### config.mk
export PLATFORM = sky130hd
export DESIGN_NAME = nrn_fx_neuron
export DESIGN_NICKNAME = d
export VERILOG_FILES = /design/src/rtl/nrn_pkg.sv /design/src/rtl/nrn_mul_bank.sv /design/src/rtl/nrn_add_tree.sv /design/src/rtl/nrn_act.sv /design/src/rtl/nrn_fx_neuron.sv
export SDC_FILE = /design/constraint.sdc
export NUM_CORES = 2
export LEC_CHECK = 0
export ABC_CLOCK_PERIOD_IN_PS = 3500
export BUFFER_PORTS_ARGS = -buffer_cell sky130_fd_sc_hd__clkbuf_2
export CAP_MARGIN = 0
export CORE_MARGIN = 2
export CORE_UTILIZATION = 30
export CTS_BUF_LIST = sky130_fd_sc_hd__clkbuf_8
export DETAILED_ROUTE_END_ITERATION = 8
export GPL_TIMING_DRIVEN = 0
export PLACE_DENSITY = 0.44
export SYNTH_ARGS = -nofsm -noshare
export SYNTH_HDL_FRONTEND = slang
export SYNTH_HIERARCHICAL = 1
export SYNTH_SLANG_ARGS = --single-unit
### constraint.sdc
create_clock -name clk_i -period 3.5 [get_ports clk_i]
set_clock_uncertainty 0.05 [all_clocks]
set_input_delay 0 -clock clk_i [delete_from_list [all_inputs] [get_ports clk_i]]
set_output_delay 0 -clock clk_i [all_outputs]
set_load 0.02 [all_outputs]
### src/rtl/nrn_pkg.sv
package nrn_pkg;
  typedef enum logic {ACT_RELU = 1'b0, ACT_SIGM = 1'b1} act_e;

  // sigmoid code at 1/8 steps, output scale 64 = 1.0
  function automatic int sig_code(int k);
    int a, h;
    a = (k < 0) ? -k : k;
    if (a >= 19)     h = 54 + a / 4;
    else if (a >= 8) h = 40 + a;
    else             h = 32 + 2 * a;
    return (k < 0) ? 64 - h : h;
  endfunction
endpackage

### src/rtl/nrn_mul_bank.sv
module nrn_mul_bank #(
  parameter int N_IN   = 4,
  parameter int DW     = 10,
  parameter int SIDE_W = 12,
  localparam int PW    = 2 * DW
) (
  input  logic                 clk_i,
  input  logic                 rst_ni,
  input  logic                 vld_i,
  input  logic [SIDE_W-1:0]    side_i,
  input  logic [N_IN*DW-1:0]   x_i,
  input  logic [N_IN*DW-1:0]   w_i,
  output logic                 vld_o,
  output logic [SIDE_W-1:0]    side_o,
  output logic [N_IN*PW-1:0]   prod_o
);
  for (genvar i = 0; i < N_IN; i++) begin : gen_lane
    logic signed [PW-1:0] p_q;
    always_ff @(posedge clk_i or negedge rst_ni) begin
      if (!rst_ni)    p_q <= '0;
      else if (vld_i) p_q <= $signed(x_i[i*DW +: DW]) * $signed(w_i[i*DW +: DW]);
    end
    assign prod_o[i*PW +: PW] = p_q;
  end

  always_ff @(posedge clk_i or negedge rst_ni) begin
    if (!rst_ni) begin
      vld_o  <= 1'b0;
      side_o <= '0;
    end else begin
      vld_o <= vld_i;
      if (vld_i) side_o <= side_i;
    end
  end
endmodule

### src/rtl/nrn_add_tree.sv
module nrn_add_tree #(
  parameter int N_IN   = 4,
  parameter int PW     = 20,
  parameter int SIDE_W = 12,
  localparam int LVLS  = $clog2(N_IN),
  localparam int NP    = 1 << LVLS,
  localparam int SW    = PW + LVLS
) (
  input  logic                  clk_i,
  input  logic                  rst_ni,
  input  logic                  vld_i,
  input  logic [SIDE_W-1:0]     side_i,
  input  logic [N_IN*PW-1:0]    prod_i,
  output logic                  vld_o,
  output logic [SIDE_W-1:0]     side_o,
  output logic signed [SW-1:0]  sum_o
);
  logic              vld_q  [LVLS+1];
  logic [SIDE_W-1:0] side_q [LVLS+1];

  assign vld_q[0]  = vld_i;
  assign side_q[0] = side_i;

  for (genvar l = 0; l <= LVLS; l++) begin : gen_lvl
    localparam int CNT = NP >> l;
    logic signed [SW-1:0] s [CNT];
    if (l == 0) begin : g_leaf
      for (genvar j = 0; j < CNT; j++) begin : gen_j
        if (j < N_IN) begin : g_used
          assign s[j] = SW'($signed(prod_i[j*PW +: PW]));
        end else begin : g_pad
          assign s[j] = '0;
        end
      end
    end else begin : g_node
      always_ff @(posedge clk_i or negedge rst_ni) begin
        if (!rst_ni) begin
          for (int j = 0; j < CNT; j++) s[j] <= '0;
        end else if (vld_q[l-1]) begin
          for (int j = 0; j < CNT; j++) s[j] <= gen_lvl[l-1].s[2*j] + gen_lvl[l-1].s[2*j+1];
        end
      end
      always_ff @(posedge clk_i or negedge rst_ni) begin
        if (!rst_ni) begin
          vld_q[l]  <= 1'b0;
          side_q[l] <= '0;
        end else begin
          vld_q[l] <= vld_q[l-1];
          if (vld_q[l-1]) side_q[l] <= side_q[l-1];
        end
      end
    end
  end

  assign sum_o  = gen_lvl[LVLS].s[0];
  assign vld_o  = vld_q[LVLS];
  assign side_o = side_q[LVLS];

  p_tree_lat_r2: assert property (@(posedge clk_i) disable iff (!rst_ni)
    vld_o |-> $past(vld_i, LVLS));
endmodule

### src/rtl/nrn_act.sv
module nrn_act
  import nrn_pkg::*;
#(
  parameter int DW    = 10,
  parameter int FRAC  = 6,
  parameter int ACC_W = 26
) (
  input  logic signed [ACC_W-1:0] acc_i,
  input  act_e                    sel_i,
  output logic [DW-1:0]           y_o
);
  localparam int TAB_N = 64;
  localparam int HALF  = TAB_N / 2;
  localparam int SH    = FRAC - 3;
  localparam int MAX_V = 2 ** (DW - 1) - 1;
  localparam int MIN_V = -(2 ** (DW - 1));

  logic signed [ACC_W:0] rnd, q;
  logic signed [DW-1:0]  sat, k;
  logic [5:0]            idx;
  logic [DW-1:0]         lut [TAB_N];

  for (genvar i = 0; i < TAB_N; i++) begin : gen_lut
    assign lut[i] = DW'(sig_code(i - HALF));
  end

  always_comb begin
    rnd = {acc_i[ACC_W-1], acc_i} + (ACC_W+1)'(2 ** (FRAC - 1));
    q   = rnd >>> FRAC;
    if (q > $signed((ACC_W+1)'(MAX_V)))      sat = DW'(MAX_V);
    else if (q < $signed((ACC_W+1)'(MIN_V))) sat = DW'(MIN_V);
    else                                     sat = q[DW-1:0];
    k = sat >>> SH;
    if (k > $signed(DW'(HALF - 1)))    idx = 6'(TAB_N - 1);
    else if (k < $signed(DW'(-HALF)))  idx = 6'd0;
    else                               idx = 6'(k + DW'(HALF));
    if (sel_i == ACT_SIGM) y_o = lut[idx];
    else                   y_o = sat[DW-1] ? '0 : sat;
  end
endmodule

### src/rtl/nrn_fx_neuron.sv
module nrn_fx_neuron
  import nrn_pkg::*;
#(
  parameter int N_IN      = 4,
  parameter int DW        = 10,
  parameter int FRAC      = 6,
  parameter int ACC_GUARD = 4
) (
  input  logic               clk_i,
  input  logic               rst_ni,
  input  logic               enable_i,
  input  logic               clear_i,
  input  logic               act_sel_i,
  input  logic [N_IN*DW-1:0] x_i,
  input  logic [N_IN*DW-1:0] w_i,
  input  logic [DW-1:0]      bias_i,
  output logic [DW-1:0]      y_o,
  output logic               valid_o
);
  localparam int LVLS   = $clog2(N_IN);
  localparam int PW     = 2 * DW;
  localparam int SW     = PW + LVLS;
  localparam int ACC_W  = SW + ACC_GUARD;
  localparam int SIDE_W = DW + 2;
  localparam int LAT    = LVLS + 3;

  logic                  m_vld, t_vld, acc_vld_q;
  logic [SIDE_W-1:0]     m_side, t_side;
  logic [N_IN*PW-1:0]    prod;
  logic signed [SW-1:0]  t_sum;
  logic signed [ACC_W-1:0] acc_q, bias_al, base;
  act_e                  act_q;
  logic [DW-1:0]         y_act;

  nrn_mul_bank #(.N_IN(N_IN), .DW(DW), .SIDE_W(SIDE_W)) u_mul (
    .clk_i, .rst_ni,
    .vld_i (enable_i),
    .side_i({clear_i, act_sel_i, bias_i}),
    .x_i, .w_i,
    .vld_o (m_vld),
    .side_o(m_side),
    .prod_o(prod)
  );

  nrn_add_tree #(.N_IN(N_IN), .PW(PW), .SIDE_W(SIDE_W)) u_tree (
    .clk_i, .rst_ni,
    .vld_i (m_vld),
    .side_i(m_side),
    .prod_i(prod),
    .vld_o (t_vld),
    .side_o(t_side),
    .sum_o (t_sum)
  );

  // side = {clear, act, bias}
  always_comb begin
    bias_al = $signed({{(ACC_W-DW){t_side[DW-1]}}, t_side[DW-1:0]}) <<< FRAC;
    base    = t_side[DW+1] ? bias_al : acc_q;
  end

  always_ff @(posedge clk_i or negedge rst_ni) begin
    if (!rst_ni) begin
      acc_q     <= '0;
      acc_vld_q <= 1'b0;
      act_q     <= ACT_RELU;
    end else begin
      acc_vld_q <= t_vld;
      if (t_vld) begin
        acc_q <= base + ACC_W'(t_sum);
        act_q <= act_e'(t_side[DW]);
      end
    end
  end

  nrn_act #(.DW(DW), .FRAC(FRAC), .ACC_W(ACC_W)) u_act (
    .acc_i(acc_q),
    .sel_i(act_q),
    .y_o  (y_act)
  );

  always_ff @(posedge clk_i or negedge rst_ni) begin
    if (!rst_ni) begin
      y_o     <= '0;
      valid_o <= 1'b0;
    end else begin
      valid_o <= acc_vld_q;
      if (acc_vld_q) y_o <= y_act;
    end
  end

  p_lat_r2: assert property (@(posedge clk_i) disable iff (!rst_ni)
    valid_o |-> $past(enable_i, LAT));
  p_relu_nonneg_r7: assert property (@(posedge clk_i) disable iff (!rst_ni)
    (valid_o && $past(act_q) == ACT_RELU) |-> !y_o[DW-1]);
  p_sig_range_r8: assert property (@(posedge clk_i) disable iff (!rst_ni)
    (valid_o && $past(act_q) == ACT_SIGM) |-> (y_o > DW'(0) && y_o < DW'(64)));
  p_out_hold_r10: assert property (@(posedge clk_i) disable iff (!rst_ni)
    !valid_o |-> $stable(y_o));
endmodule

After elaboration in Yosys (flattened, before gate mapping)
Memories as Yosys holds them, arrays and structs flattened.
Index checks and enable logic that the tools add are counted.
- $add $sub $neg: 6
- multiply operators: 4
- order comparisons: 5
- mux-type cells: 9
- bitwise operators: 1
- operators with widths (operator ; number):
    10-bit by 10-bit multiplier with 20-bit output ; 4
    10-bit 2-to-1 mux ; 5
    20-bit by 20-bit adder with 21-bit output ; 2
    26-bit by 7-bit adder with 27-bit output (second input constant) ; 1
    26-bit by 22-bit adder with 26-bit output ; 1
    26-bit 2-to-1 mux ; 1
    22-bit adder ; 1
    21-bit by 10-bit greater-than comparator with 1-bit output (second input constant) ; 1
    21-bit by 10-bit less-than comparator with 1-bit output (second input constant) ; 1
    6-bit 2-to-1 mux ; 2
    9-bit 2-to-1 mux ; 1
    7-bit >= comparator (second input constant) ; 1
    7-bit by 6-bit greater-than comparator with 1-bit output (second input constant) ; 1
    7-bit by 6-bit less-than comparator with 1-bit output (second input constant) ; 1
    6-bit NOT with 7-bit output ; 1
    6-bit adder (second input constant) ; 1
- flip-flop bits (word level): 224
- bits in read-only memories: 640
- input bits: 95
- output and inout bits: 11
- logic and storage cells: 44
- memories: 1
- memories (memory ; depth ; bits a word ; rd ports ; clocked after Yosys merged registers in ; write ports ; RTL line ; RTL):
    (name not given) ; 64 ; 10 ; 1 ; 0 ; 0 ; nrn_act.sv:37 ; if (sel_i == ACT_SIGM) y_o = lut[idx];

Depth between registers and ports, before layout
- depth in word-level cells: 12
- mapped depth: 20

Hierarchy
The synthesis kept the hierarchy.
- modules (own cells, without submodules) (module ; instances ; cells an instance ; area each (um^2)):
    nrn_mul_bank ; 1 ; 2182 ; 19711.4
    nrn_add_tree ; 1 ; 670 ; 6500.0
    nrn_fx_neuron ; 1 ; 328 ; 3037.9
    nrn_act ; 1 ; 205 ; 1360.1

Least setup slack after synthesis
Ideal clock, no wire load.
- path kind: input -> register
- from: input port x_i[39]
- to: register u_mul.gen_lane[3].p_q[15]
- library setup time: 104 ps
- arrival time: 4607 ps
- required time: 3346 ps
- setup slack: -1260 ps
- stages: 17
- path through: clkbuf_1 nand2_1 fa_1 inv_1 fa_1 fa_1 fa_1 inv_1 fa_1 inv_1 ha_1 and2_2 a221oi_2 o31a_2 o21bai_1 a2111o_1 o311ai_1
- cells in the longest elaborated chain, start to end: 1
- ends and longest elaborated chain (what ; RTL line ; RTL):
    start: declaration ; nrn_fx_neuron.sv:14 ; input logic [N_IN*DW-1:0] x_i,
    10-bit by 10-bit multiplier with 20-bit output ; nrn_mul_bank.sv:21 ; else if (vld_i) p_q <= $signed(x_i[i*DW +: DW]) * $signed(w_i[i*DW +: DW]);
    end signal: assignment ; nrn_mul_bank.sv:21 ;
    end: declaration ; nrn_mul_bank.sv:18 ; logic signed [PW-1:0] p_q;
No other way between the ends.
A chain may end at the register's enable or synchronous reset.

Worst setup path after layout
- from: input port x_i[5]
- to: register u_mul.gen_lane[0].p_q[19]
- cells in the longest elaborated chain, start to end: 1
- ends and longest elaborated chain (what ; RTL line):
    10-bit by 10-bit multiplier with 20-bit output ; nrn_mul_bank.sv:21
    end signal: assignment ; nrn_mul_bank.sv:21
    end: declaration ; nrn_mul_bank.sv:18
No other way between the ends.

==> results by group <==
Setup path
  – R2R Path Start: acc_q[15]$_DFFE_PN0P_
  – Reg2Reg Capture Point: y_o[0]$_DFFE_PN0P_
  – Crit path DAT: 4420 ps
  – Worst Path Required: 3940 ps
  – Critical Path Sink: u_mul/gen_lane[0].p_q[19]$_DFFE_PN0P_
  – Top delay family on crit path: adder cells
  – Reg2reg path depth: 14
  – Setup slack, reg-to-reg: -190 ps
  – Critical-path cell list: clkbuf_16 > and2_4 > fa_1 > inv_2 > fa_1 > inv_1 > fa_1 > fa_1 > inv_1 > fa_1 > inv_2 > ha_4 > o21a_1 > o21a_4 > a211oi_4 > nor3_2 > o21a_1 > o31ai_1
  – Max incr delay on CP: 550 ps
  – Slowest-stage cell, CP: fa_1
  – CP startpoint: x_i[5]
  – Critical path class: primary input to register
  – Critical path fanouts, max: 4
  – Crit path launch type: primary input
  – Worst Setup End Kind: register
  – Stages on worst setup path: 18
  – Crit-path most repeated cell: fa_1
  – Crit path buf inv count: 5

Pwr
  – Switch share: 0.491
  – Max rail drop VDD: 0.719 mV
  – Sw power: 20.0 mW
  – Leakage: 17.7 nW
  – PD cells: 1080 nW/um2
  – Total power: 40.7 mW
  – Int Pwr: 20.8 mW
  – Clock power frac: 0.065
  – Flop pwr share: 0.119
  – Combinational fraction of design power: 0.816

Synthesis
  – Top_reg_cell synth: dfrtp_1
  – Synth Area per Inst: 9.04 um2
  – Post-synth net total: 4134
  – Register area share after synthesis: 0.181
  – Number of enable flip-flop cells after synthesis: 0
  – Post-synth ARST share: 1.00
  – Syn Inst Count: 3385
  – Synth cell types: 103
  – Flop and latch count out of synthesis: 222
  – YS warnings: 6
  – Synthesized area: 30600 um2

Placement
  – Placer congestion estimate: 0.844
  – Estimated wirelength of the detail-placed design: 67000 um
  – PortBufs: 39
  – Placed cells: 4794

Finish
  – Layout cells sized above 1: 0.225
  – Nets: 4376
  – Fin cells: 5026
  – Area Growth Syn to Fin: 23.0%

STA
  – Setup violators final: 43
  – Final cycle utilization of the critical path: 1.14
  – RSZ-0062 raised after global routing: true
  – Highest Clock Rate: 251 MHz
  – Worst slew margin: 0.266
  – Worst Tran Pin Value: 1100 ps
  – Final Hold Viols: 0
  – Smallest setup slack after layout: -478 ps
  – Slew Limit Fails: 0
  – Fin crit period: 3980 ps

Clock tree
  – CTS tree: yes
  – Clock-pin slew on the worst setup and hold paths: 50 ps
  – CTS sink count: 222
  – H-tree depth: 2
  – Clock latency on the worst-skew pair: 630 ps
  – CTS Root Cell: clkbuf_8
  – Max clock buf depth: 3
  – CTS buffer count: 46

Run status
  – Outcome: finished with violations
  – Failing checks: setup timing

Die
  – Initial Util: 0.302
  – Area of the die: 105000 um2
  – Die H: 323 um
  – Placeable core region: 101000 um2
  – Core Rows: 117
  – Io pins: 106
  – Die width: 323 um

GRT
  – GRT overflow: 0
  – Largest net degree at the start of global routing: 104
  – Vias in the first global route: 25549
  – Total Routing Usage GR: 0.166
  – Initial antenna violation count: 1
  – First-pass GRT wire length: 138000 um

Routing
  – Per-cell routed wire length: 16.9 um
  – # DRC: 0
  – Routed Wire Length: 84900 um
  – DR vias: 24037
  – Via density: 4.78
  – Pre-Repair DR Iteration Count: 5
  – Iteration-0 DRC Markers: 1052
  – DRT antenna net count: 0

Worst hold path
  – Worst hold-check path type: primary input to register

Flow run
  – Reported max-cap violation count: 0
==> final cells by class <==
type	count	area [um2]
Timing Repair Buffer	201	1660
Antenna cell	1	2.50
Fill cell	10463	63800
Clock buffer	51	702
Sequential cell	222	5570
Inverter	608	2310
Tap cell	1368	1710
Buffer	149	1580
Multi-Input combinational cell	2399	24000
Clock inverter	27	153
==> cells in the mapped netlist, drive strengths merged, types with 36 or more instances <==
cell	n	share of area
mux2	131	0.048
clkbuf	120	0.015
a21o	63	0.015
nor2	139	0.017
nand3	45	0.0074
inv	604	0.074
a21oi	149	0.025
ha	286	0.12
xnor2	98	0.028
o21ai	105	0.018
buf	36	0.0075
nor3	50	0.0092
dfrtp	222	0.18
nand2	345	0.042
and2	145	0.030
fa	368	0.24
==> layout by cell type, fill, tap and decap left out, types with 23 or more instances in the layout <==
cell,count
o21bai_1,25
and2_1,130
xnor2_1,91
a21o_1,62
clkbuf_8,72
dlygate4sd3_1,30
nand3_1,39
nor3_1,32
mux2_2,120
nor2_1,117
o21ai_0,66
nand2_2,23
fa_1,348
ha_4,46
nand2_1,310
a21oi_1,118
nand4_1,27
inv_2,32
o211ai_1,23
nand2b_1,24
inv_1,585
clkbuf_1,43
buf_4,128
buf_6,24
dfrtp_1,212
clkbuf_16,30
ha_1,235
clkbuf_2,39
==> per-stage QoR <==
| stage | util | cell area [um2] | setup slack (ps) | TNS (ps) | hold WS [ps] |
|---|---|---|---|---|---|
| finish | 0.371 | 37600 | -478 | -12740 | 101 |
| global route | 0.371 | 37600 | -555 | -16650 | 40.6 |
| CTS | 0.363 | 36800 | -422 | -9780 | 32.1 |
| detailed placement | 0.332 | 33700 | -1450 | -54730 | -152 |
| global placement | 0.331 | 33600 | -2600 | -621180 | 187 |
| floorplan | - | 31700 | -920 | -28500 | -346 |
==> how the worst min path moves through the flow <==
stage               depth (start not counted)                              endpoint  slack, ps      start
floorplan                                   0                  acc_q[0]$_DFFE_PN0P_       -350     rst_ni
global placement                            2           u_mul/side_o[4]$_DFFE_PN0P_        190  bias_i[4]
detailed placement                          1         u_tree/side_q[17]$_DFFE_PN0P_       -150     rst_ni
CTS                                         4  u_mul/gen_lane[3].p_q[1]$_DFFE_PN0P_         30    x_i[31]
global route                                4  u_mul/gen_lane[3].p_q[1]$_DFFE_PN0P_         40    x_i[31]
finish                                      4  u_mul/gen_lane[2].p_q[1]$_DFFE_PN0P_        100    w_i[21]
==> repair_timing <==
| item | 4_1_cts | 5_1_grt |
|---|---|---|
| pin swaps | 103 | 97 |
| setup endpoints to repair | 51 | 55 |
| cloned | 1 | 0 |
| hold endpoints to repair | 245 | 0 |
| resized for setup | 274 | 135 |
| setup buffers | 92 | 38 |
| hold buffers | 30 | 0 |
==> layer usage <==
| metal | routed length [um] | GRT usage | share of wire | vias up |
|---|---|---|---|---|
| met3 | 2070 | 0.0180 | 0.024 | 88 |
| met1 | 38500 | 0.216 | 0.45 | 12070 |
| met2 | 42700 | 0.295 | 0.50 | 301 |
| met5 | 0 | 0 | 0 | - |
| li1 | - | - | - | 11578 |
| met4 | 1610 | 0.0327 | 0.019 | 0 |
==> kinds of logic after synthesis <==
group,synth area share
compound gates,0.129
xor+xnor,0.0360
buf+inv,0.0969
fa+ha+maj,0.358
mux,0.0519
other cells,0.000123
flops,0.181
simple gates,0.147
==> state kept, by name (all words and copies together), names as in the netlist, 10 cells and up <==
signal	count
u_tree/sum_o	22
u_tree/side_o	12
u_tree/gen_lvl.s	42
acc_q	26
u_mul/gen_lane.p_q	80
u_tree/side_q	12
y_o	10
u_mul/side_o	12
==> tightest hold or removal path, cell delays in order <==
cell,delay (ps)
clkbuf_16,140
and2_1,130
ha_1,240
mux2_2,180
==> power by group through the flow <==
stage / registers [mW] / clock network (mW) / logic (mW)
2_1_floorplan: 4.38 / 0 / 21.6
3_3_place_gp: 4.91 / 0 / 27.5
3_5_place_dp: 4.92 / 0 / 27.5
4_1_cts: 4.88 / 2.75 / 31.5
5_1_grt: 4.99 / 2.89 / 37.1
6_report: 4.85 / 2.64 / 33.2
Power figures use the tool's default switching activity.
